===== src/rtl/tx_frame_pkg.sv =====
package tx_frame_pkg;
    localparam int HDR_BITS = 32;
    localparam int ADDR_W   = 3;

    localparam logic [ADDR_W-1:0] A_SIGNAL  = 3'd0;
    localparam logic [ADDR_W-1:0] A_SERVICE = 3'd1;
    localparam logic [ADDR_W-1:0] A_LEN_LO  = 3'd2;
    localparam logic [ADDR_W-1:0] A_LEN_HI  = 3'd3;
    localparam logic [ADDR_W-1:0] A_POLAR   = 3'd4;

    typedef enum logic [2:0] {
        ST_IDLE,
        ST_PRE,
        ST_HDR,
        ST_PAY,
        ST_FLUSH
    } txf_state_e;

    typedef struct packed {
        logic rdy_low;
        logic en_low;
        logic clk_low;
    } txf_polar_t;
endpackage


===== src/rtl/txf_cfg_regs.sv =====
module txf_cfg_regs
    import tx_frame_pkg::*;
(
    input  logic              clk,
    input  logic              rst_n,
    input  logic              wr,
    input  logic [ADDR_W-1:0] addr,
    input  logic [7:0]        wdata,
    output logic [HDR_BITS-1:0] hdr_word,
    output txf_polar_t        polar
);
    typedef struct packed {
        logic [7:0] sig;
        logic [7:0] svc;
        logic [7:0] len_lo;
        logic [7:0] len_hi;
        txf_polar_t pol;
    } cfg_t;

    cfg_t r_d, r_q;

    always_comb begin
        r_d = r_q;
        if (wr) begin
            case (addr)
                A_SIGNAL:  r_d.sig    = wdata;
                A_SERVICE: r_d.svc    = wdata;
                A_LEN_LO:  r_d.len_lo = wdata;
                A_LEN_HI:  r_d.len_hi = wdata;
                A_POLAR: begin
                    r_d.pol.rdy_low = wdata[0];
                    r_d.pol.en_low  = wdata[1];
                    r_d.pol.clk_low = wdata[2];
                end
                default: r_d = r_q;
            endcase
        end
    end

    always_ff @(posedge clk or negedge rst_n) begin
        if (!rst_n) r_q <= '0;
        else        r_q <= r_d;
    end

    // Bit 0 of the word goes out first: signal, service, length low, length high.
    assign hdr_word = {r_q.len_hi, r_q.len_lo, r_q.svc, r_q.sig};
    assign polar    = r_q.pol;
endmodule


===== src/rtl/txf_idle_timer.sv =====
module txf_idle_timer #(
    parameter int RESTART_CYC = 49,
    parameter int RESET_CYC   = 93
) (
    input  logic clk,
    input  logic rst_n,
    input  logic en_act,
    input  logic start,
    output logic armed,
    output logic mod_rst
);
    localparam int CNT_W = $clog2(RESET_CYC + 1);

    typedef struct packed {
        logic [CNT_W-1:0] cnt;
        logic             arm;
        logic             mrst;
    } tmr_t;

    tmr_t t_d, t_q;

    always_comb begin
        t_d      = t_q;
        t_d.mrst = 1'b0;
        if (en_act) begin
            t_d.cnt = '0;
        end else if (t_q.cnt != CNT_W'(RESET_CYC)) begin
            t_d.cnt = t_q.cnt + 1'b1;
        end
        if (start) begin
            t_d.arm = 1'b0;
        end else if (!en_act && t_q.cnt == CNT_W'(RESTART_CYC - 1)) begin
            t_d.arm = 1'b1;
        end
        if (!en_act && t_q.cnt == CNT_W'(RESET_CYC - 1)) begin
            t_d.mrst = 1'b1;
        end
    end

    always_ff @(posedge clk or negedge rst_n) begin
        if (!rst_n) begin
            t_q.cnt  <= CNT_W'(RESET_CYC);
            t_q.arm  <= 1'b1;
            t_q.mrst <= 1'b0;
        end else begin
            t_q <= t_d;
        end
    end

    assign armed   = t_q.arm;
    assign mod_rst = t_q.mrst;

    // the sequencer may only launch a frame while armed
    assert_start_armed_R8: assert property (@(posedge clk) disable iff (!rst_n)
        start |-> t_q.arm);

    // a reset pulse follows a clock with the enable inactive
    assert_mrst_idle_R9: assert property (@(posedge clk) disable iff (!rst_n)
        t_q.mrst |-> $past(!en_act));

    // the pulse lasts a single clock
    assert_mrst_single_R9: assert property (@(posedge clk) disable iff (!rst_n)
        t_q.mrst |=> !t_q.mrst);
endmodule


===== src/rtl/tx_frame_seq.sv =====
module tx_frame_seq
    import tx_frame_pkg::*;
#(
    parameter int CLK_PER_US = 22,
    parameter int BIT_DIV    = 2,
    parameter int PRE_LEN    = 128
) (
    input  logic       clk,
    input  logic       rst_n,
    input  logic       cfg_wr,
    input  logic [2:0] cfg_addr,
    input  logic [7:0] cfg_wdata,
    input  logic       tx_en,
    input  logic       tx_din,
    output logic       tx_clk,
    output logic       tx_rdy,
    output logic       tx_bit,
    output logic       tx_on,
    output logic       mod_rst
);
    localparam int RESTART_CYC = (222 * CLK_PER_US + 99) / 100;
    localparam int RESET_CYC   = (422 * CLK_PER_US + 99) / 100;
    localparam int FLUSH_CYC   = 2 * CLK_PER_US;
    localparam int HALF        = BIT_DIV / 2;
    localparam int MAX_IDX     = (PRE_LEN > HDR_BITS) ? PRE_LEN : HDR_BITS;
    localparam int IDX_W       = $clog2(MAX_IDX);
    localparam int PH_W        = $clog2(BIT_DIV);
    localparam int FL_W        = $clog2(FLUSH_CYC + 1);

    generate
        if (BIT_DIV < 2 || (BIT_DIV % 2) != 0) begin : g_bad_div
            $error("BIT_DIV must be even and at least 2");
        end
        if (CLK_PER_US < 1 || RESTART_CYC >= RESET_CYC) begin : g_bad_us
            $error("CLK_PER_US must give a restart threshold below the reset threshold");
        end
        if (PRE_LEN < 1) begin : g_bad_pre
            $error("PRE_LEN must be at least 1");
        end
    endgenerate

    typedef struct packed {
        txf_state_e       st;
        logic [PH_W-1:0]  ph;
        logic [IDX_W-1:0] idx;
        logic [FL_W-1:0]  fcnt;
        logic             pclk;
        logic             rdy;
        logic             got;
        logic             cap;
        logic             cur;
    } seq_t;

    seq_t s_d, s_q;

    logic [HDR_BITS-1:0] hdr_word;
    txf_polar_t          polar;
    logic                en_act, armed, start;
    logic                ph_last, ph_rise, window;

    txf_cfg_regs u_regs (
        .clk      (clk),
        .rst_n    (rst_n),
        .wr       (cfg_wr),
        .addr     (cfg_addr),
        .wdata    (cfg_wdata),
        .hdr_word (hdr_word),
        .polar    (polar)
    );

    assign en_act = tx_en ^ polar.en_low;

    txf_idle_timer #(
        .RESTART_CYC (RESTART_CYC),
        .RESET_CYC   (RESET_CYC)
    ) u_idle (
        .clk     (clk),
        .rst_n   (rst_n),
        .en_act  (en_act),
        .start   (start),
        .armed   (armed),
        .mod_rst (mod_rst)
    );

    assign ph_last = (s_q.ph == PH_W'(BIT_DIV - 1));
    assign ph_rise = (s_q.ph == PH_W'(HALF - 1));
    assign window  = (s_q.st == ST_PAY) ||
                     (s_q.st == ST_HDR && s_q.idx == IDX_W'(HDR_BITS - 1));

    always_comb begin
        s_d   = s_q;
        start = 1'b0;
        case (s_q.st)
            ST_IDLE: begin
                if (en_act && armed) begin
                    start   = 1'b1;
                    s_d.st  = ST_PRE;
                    s_d.ph  = '0;
                    s_d.idx = '0;
                end
            end
            ST_FLUSH: begin
                if (s_q.fcnt == FL_W'(FLUSH_CYC - 1)) begin
                    s_d.st   = ST_IDLE;
                    s_d.fcnt = '0;
                end else begin
                    s_d.fcnt = s_q.fcnt + 1'b1;
                end
            end
            default: begin
                s_d.ph = ph_last ? '0 : s_q.ph + 1'b1;
                if (window && ph_rise && en_act) begin
                    s_d.pclk = 1'b1;
                    s_d.got  = 1'b1;
                    s_d.cap  = tx_din;
                end
                if (ph_last) begin
                    s_d.pclk = 1'b0;
                    s_d.got  = 1'b0;
                    case (s_q.st)
                        ST_PRE: begin
                            if (s_q.idx == IDX_W'(PRE_LEN - 1)) begin
                                s_d.st  = ST_HDR;
                                s_d.idx = '0;
                                s_d.rdy = 1'b1;
                            end else begin
                                s_d.idx = s_q.idx + 1'b1;
                            end
                        end
                        ST_HDR: begin
                            if (s_q.idx != IDX_W'(HDR_BITS - 1)) begin
                                s_d.idx = s_q.idx + 1'b1;
                            end else if (s_q.got) begin
                                s_d.st  = ST_PAY;
                                s_d.cur = s_q.cap;
                            end else begin
                                s_d.st   = ST_FLUSH;
                                s_d.rdy  = 1'b0;
                                s_d.fcnt = '0;
                            end
                        end
                        default: begin
                            if (s_q.got) begin
                                s_d.cur = s_q.cap;
                            end else begin
                                s_d.st   = ST_FLUSH;
                                s_d.rdy  = 1'b0;
                                s_d.fcnt = '0;
                            end
                        end
                    endcase
                end
            end
        endcase
    end

    always_ff @(posedge clk or negedge rst_n) begin
        if (!rst_n) begin
            s_q    <= '0;
            s_q.st <= ST_IDLE;
        end else begin
            s_q <= s_d;
        end
    end

    always_comb begin
        case (s_q.st)
            ST_PRE:  tx_bit = 1'b1;
            ST_HDR:  tx_bit = hdr_word[s_q.idx[4:0]];
            ST_PAY:  tx_bit = s_q.cur;
            default: tx_bit = 1'b0;
        endcase
    end

    assign tx_on  = (s_q.st != ST_IDLE);
    assign tx_clk = s_q.pclk ^ polar.clk_low;
    assign tx_rdy = s_q.rdy ^ polar.rdy_low;

    // an accepted start is followed by an active frame
    assert_start_on_R1: assert property (@(posedge clk) disable iff (!rst_n)
        start |=> (tx_on && s_q.st == ST_PRE));

    // payload clock pulses only inside the gating window states
    assert_clk_window_R4: assert property (@(posedge clk) disable iff (!rst_n)
        s_q.pclk |-> (s_q.st == ST_HDR || s_q.st == ST_PAY));

    // ready stays inactive while the preamble is sent
    assert_rdy_pre_R6: assert property (@(posedge clk) disable iff (!rst_n)
        (s_q.st == ST_PRE) |-> !s_q.rdy);

    // a payload period with nothing captured leads into the flush
    assert_flush_entry_R7: assert property (@(posedge clk) disable iff (!rst_n)
        (s_q.st == ST_PAY && ph_last && !s_q.got) |=> (s_q.st == ST_FLUSH && !tx_bit));
endmodule


===== config.mk =====
export PLATFORM = sky130hd
export DESIGN_NAME = tx_frame_seq
export DESIGN_NICKNAME = d
export VERILOG_FILES = /design/src/rtl/tx_frame_pkg.sv /design/src/rtl/txf_cfg_regs.sv /design/src/rtl/txf_idle_timer.sv /design/src/rtl/tx_frame_seq.sv
export SDC_FILE = /design/constraint.sdc
export NUM_CORES = 1
export LEC_CHECK = 0
export BUFFER_PORTS_ARGS = -buffer_cell sky130_fd_sc_hd__clkbuf_2
export CAP_MARGIN = 0
export CORE_MARGIN = 10
export CORE_UTILIZATION = 55
export CTS_CLUSTER_DIAMETER = 60
export DETAILED_ROUTE_END_ITERATION = 16
export PLACE_DENSITY = 0.76
export SYNTH_ARGS = -nofsm -noshare
export SYNTH_HDL_FRONTEND = slang
export SYNTH_HIERARCHICAL = 1
export SYNTH_SLANG_ARGS = --single-unit

===== constraint.sdc =====
create_clock -name clk -period 1.8 [get_ports clk]
set_clock_uncertainty 0.05 [all_clocks]
set_input_delay 0.27 -clock clk [delete_from_list [all_inputs] [get_ports clk]]
set_output_delay 0.27 -clock clk [all_outputs]
set_load 0.02 [all_outputs]

Word-level counts from Yosys, hierarchy flattened:

Cells that the tools add are included.

* flip-flop bits (word level): 66
* input bits: 16
* output and inout port bits: 5
* logic and storage cells: 128

* $add $sub $neg: 4
* $lt $le $gt $ge: 1
* equal/unequal tests: 25
* mux-type cells: 39
* bitwise gates (word level): 8
* reductions and logical operators: 32

Operator list (number)
* two-way mux 7 bit: 4
* one-hot mux 6 bit (2 select lines): 2
* two-way mux 3 bit: 6
* two-way mux 6 bit: 3
* two-way mux 16 bit: 1
* one-hot mux 8 bit (2 select lines): 1
* AND reduction 2 bit: 8
* adder 7 x 1 -> 7 bit, second input constant: 2
* equality test 7 bit, second input constant: 2
* one-hot mux 7 bit (2 select lines): 1
* two-way mux 1 bit: 13
* equality test 3 x 2 -> 1 bit, second input constant: 4
* one-hot mux 3 bit (2 select lines): 2
* AND reduction 4 bit: 3
* two-way mux 11 bit: 1
* nonzero test 2 bit: 5
* nonzero test 3 bit: 3
* inequality test 2 bit, second input constant: 4
* inequality test 4 x 2 -> 1 bit, second input constant: 2
* equality test 7 x 5 -> 1 bit, second input constant: 1
* equality test 7 x 6 -> 1 bit, second input constant: 1
* inequality test 7 x 5 -> 1 bit, second input constant: 1
* inequality test 7 bit, second input constant: 1
* adder 6 x 1 -> 6 bit, second input constant: 1
* other kinds (22): 37

Logic depth before layout (Yosys ltp):

* word-level depth: 8
* gate-level depth with buffers: 7
* depth with buffers taken out: 6

Modules after synthesis:

The synthesis kept the hierarchy.

Modules (own cells, without submodules)
* tx_frame_seq: times used 1, cells each 171, area an instance 1697.9 µm², seq. area each 550.5 µm²
* txf_cfg_regs: times used 1, cells each 77, area an instance 1345.0 µm², seq. area each 875.8 µm²
* txf_idle_timer: times used 1, cells each 47, area an instance 515.5 µm², seq. area each 232.7 µm²

Least setup slack after synthesis:

Ideal clock, no wire load.

* path type: register -> output
* start: register s_q[11] (netlist name)
* end: output port tx_bit
* arrival: 1.723 ns
* data required time: 1.480 ns
* setup slack: -0.243 ns
* stages on the path, launching flop included: 7
* buffers on the path: 2
* path through: dfrtp_1 buf_2 buf_2 mux4_2 mux2i_1 o221ai_1 a21o_1

* cells in the longest elaborated chain, start to end: 3

RTL lines
* start: declaration: RTL line tx_frame_seq.sv:54 `seq_t s_d, s_q;`
* binary-select mux 1 bit (select 5 bit): RTL line tx_frame_seq.sv:169 `ST_HDR: tx_bit = hdr_word[s_q.idx[4:0]];`
* two-way mux 1 bit (not written as such): RTL line tx_frame_seq.sv:169
* one-hot mux 1 bit (3 select lines): RTL line tx_frame_seq.sv:167 `case (s_q.st)`
* end: declaration: RTL line tx_frame_seq.sv:17 `output logic tx_bit,`

Every way passes these cells. The select of a mux whose other input is x is not followed.

Worst setup path in the final report:

Ends and elaborated chain as after synthesis.

==> summary.txt <==
Detailed routing
  – Final wirelength: 8.297 mm
  – DR pass1 iterations: 4
  – Initial drt markers: roughly 170
  – Vias per inst: 5.936
  – Via count: 2,701
  – Detailed-route wire length per cell: 18.24 um
  – Post-route DRC: 0
  – Final antenna-violating net count: 0

Die
  – Number of placed I/O pins: 21
  – Core ar.: roughly 6300 um2
  – Rows: 29
  – Die Y: 100.4 um
  – Die Width: 100.4 um
  – Die ar.: 10,090 um2
  – Starting Density: 56.36%

Final layout
  – Sequential cell area: 1660 um2
  – Fillers: around 430
  – Area of the multi-input gates: 1936 um2
  – Layout cells sized above 1: 50.53%
  – Final net count: between 300 and 400
  – Antenna cells: 0
  – Area growth, synth to finish: 29.92%

Worst setup path
  – Max incr delay on CP: 460 ps
  – CP Data Arrival Time: 2120 ps
  – Reg2Reg Depth: 9
  – R2r endpoint: s_q[21]
  – Setup CP Type: reg2out
  – Worst setup startpoint: s_q[11]
  – Setup crit end: tx_bit
  – Setup crit start kind: register
  – Crit. End Element: output pin
  – CP cell instances: buf_6, mux2i_1, o22a_1, a311o_2, o221ai_2, a21o_1, clkbuf_8
  – Reg2reg start: s_q[11]
  – Worst path depth: 7
  – Buf+Inv Stages, Crit Path: 2
  – Cell family with most CP delay: compound AO/OA/AOI/OAI gates
  – Worst reg2reg setup slack: -330 ps
  – Critical Path RT: 1480 ps
  – Slowest library cell on the worst path: dfrtp_2
  – Top fanout value on the critical path: 5

Min path
  – Hold Path Class: in2reg

Timing
  – Max_slew headroom: 51.89%
  – Slew at the pin closest to its max-slew limit: around 710 ps
  – Setup-failing EPs final: 23
  – FMAX: 409.2 MHz
  – Max Slew Vio Count: 0
  – Unrepaired setup endpoints after global routing: true
  – WHS: 105.9 ps
  – Fin crit period: 2444 ps
  – Setup ws final: -643.7 ps
  – Fin. Hold Viols: 0
  – Final Cycle Share: 135.8%

Synthesis
  – Seq cells post-synth: 66
  – EDFF count, synth: 0
  – Yosys warns: 6
  – Post-synthesis compound-gate area fraction: a little over an eighth
  – XOR/XNOR Fraction of Synth Area: 0.9845%
  – Sequential area share after synthesis: a little under half
  – Post-synth top area cell: dfrtp_1
  – Yosys cell types: 70
  – Most numerous cell in the Yosys netlist: dfrtp_1
  – Post-synth top cells: dfrtp_1 (60), mux2_2 (38), nand2_1 (19)
  – Mux cell area share after synthesis: 18.92%
  – Dominant register cell in the synthesized netlist: dfrtp_1
  – Syn Area/Cell: 12.06 um2
  – Synth Cell Area: around 3600 um2
  – Adder-cell share of the synthesized area: roughly 1.8%
  – Syn nets: 316
  – Post-Synthesis Cells: 295
  – Post-synth ARST share: 100.0%
  – Synth area leaders: dfrtp_1 (42%), mux2_2 (12%), dfstp_2 (4.4%), mux4_2 (3.8%), o31ai_1 (2.5%)
  – Share of the synthesized area in the top cell type: approximately 42%
  – Post-Synth Simple-Gate Area: ~15%
  – Main combinational cell family by area after synthesis: multiplexers

Placed design
  – RD Place Congestion: between 0.8 and 0.9
  – Post-DP HPWL: roughly 5.5 mm
  – Port-buffer cells: 20

Global route
  – Overall routing resource usage: 16.55%
  – Via count of the first global-routing pass: 2,758
  – Pin count of the biggest net entering global routing: 55
  – GRT overflow: 0
  – First-pass GRT wire length: between 10 and 15 mm
  – Initial antenna violation count: 0

Clock network
  – Clock slew at reported path FFs: 80 ps
  – Worst skew pair latency: 350 ps
  – Clock root buffer: clkbuf_8
  – Clock sink count: 66
  – H-tree levels: 3
  – CTS Buf Count: 9
  – CTS max path bufs: 2
  – CTS tree: yes

Power and ir drop
  – Final Power: ~0.007 W
  – Clock network power share: between 20% and 30%
  – Peak VDD IR: 0.7518 mV
  – Seq pwr share: 32.5%
  – Net Sw Power: 0.002461 W
  – Combinational share of power: 43.1%
  – P_leak: 2.046 nW
  – Cell internal pwr: ~0.0046 W
  – Power Density: about 1500 nW/um2
  – Switching portion of total power: 35.08%

Run
  – Max Cap Viol: 0

Outcome
  – Violated checks: negative setup slack
  – Status: finished, violations left
==> cells in the final DEF (no fill, tap or decap), types with 6 or more instances in the layout <==
master / count
nand3_1: 9
o31ai_1: 6
buf_6: 9
buf_4: 49
dfstp_2: 6
mux2_2: 36
dfrtp_1: 59
mux4_2: 6
o21ai_0: 8
clkbuf_2: 17
nand2_1: 18
clkbuf_8: 11
mux2i_1: 6
a21oi_1: 8
nor2_1: 12
inv_1: 10
==> cells by family (layout without fill, tap and decap cells) <==
logic type	Yosys count	in the layout
AO/OA/AOI/OAI	60	60
buffers and inverters	23	106
multiplexers	54	54
flip-flops	66	66
AND/OR/NAND/NOR	83	83
XOR/XNOR	4	4
adder cells (fa/ha/maj)	5	5
==> metal layers <==
layer,wire [um],vias to the layer above,share of wire (%),track usage (%)
met5,0,-,0,0
met4,192,0,2.3,6.522
met3,282,22,3.4,4.190
met2,4048,60,49,26.41
met1,3774,1349,45,20.99
li1,-,1270,-,-
==> flip-flops by register name (all words and copies together) (netlist names) <==
signal / flops
u_regs/hdr_word: 32
s_q: 21
u_idle/t_q: 7
u_regs/polar: 3
ph_last: 1
u_idle/armed: 1
u_idle/mod_rst: 1
==> power by group through the flow <==
stage,registers (W),clock network [W],logic [W]
floorplan,0.00213,0,0.00165
global placement,0.00224,0,0.00235
detailed placement,0.00226,0,0.00241
CTS,0.00225,0.00174,0.00279
global route,0.00232,0.00180,0.00326
finish,0.00228,0.00172,0.00302
==> repair_timing <==
action,in CTS,in global routing
hold buffers,1,0
gates resized for setup,29,15
hold endpoints to repair,12,0
pin swaps,12,7
endpoints found under the setup margin,22,24
buffers inserted,11,4
==> through the flow <==
step | cell area, um2 | setup TNS, ps | util [%] | setup WS, ps | cells
final | 4623 | -5881 | 73.23 | -643.7 | 455
after CTS | 4514 | -4099 | 71.50 | -635.9 | 451
after global placement | 4011 | -2134 | 63.54 | -310.5 | 423
after detailed placement | 4011 | -2319 | 63.54 | -336.4 | 423
after global routing | 4623 | -7516 | 73.23 | -717.3 | 455
after floorplan | 3573 | -199.1 | - | -125.0 | 295
==> cell type report <==
class,count,share of cell area (%)
multi-input combinational,206,41.87
clock inverter,6,2.977
sequential,66,35.91
inverter,10,0.8119
tap,77,2.084
timing repair buffer,80,13.37
clock buffer,10,2.977
==> worst min-delay path by stage <==
stage,startpoint,to,depth (start not counted),slack [ps]
floorplan,rst_n,ph_last,0,-80
global placement,rst_n,s_q[16],1,150
detailed placement,rst_n,s_q[16],1,150
CTS,tx_din,s_q[1],2,90
global route,tx_din,s_q[1],2,100
finish,tx_din,s_q[1],2,110
==> worst register-to-register path: stages (launching register included) <==
cell and delay [ps]:
dfrtp_2 430, buf_4 130, buf_6 90, ha_4 140, nand4_4 130, buf_6 170, nor3_4 140, o22ai_2 110
or3b_4 410, a221oi_2 220
(Power assumes the default switching activity.)
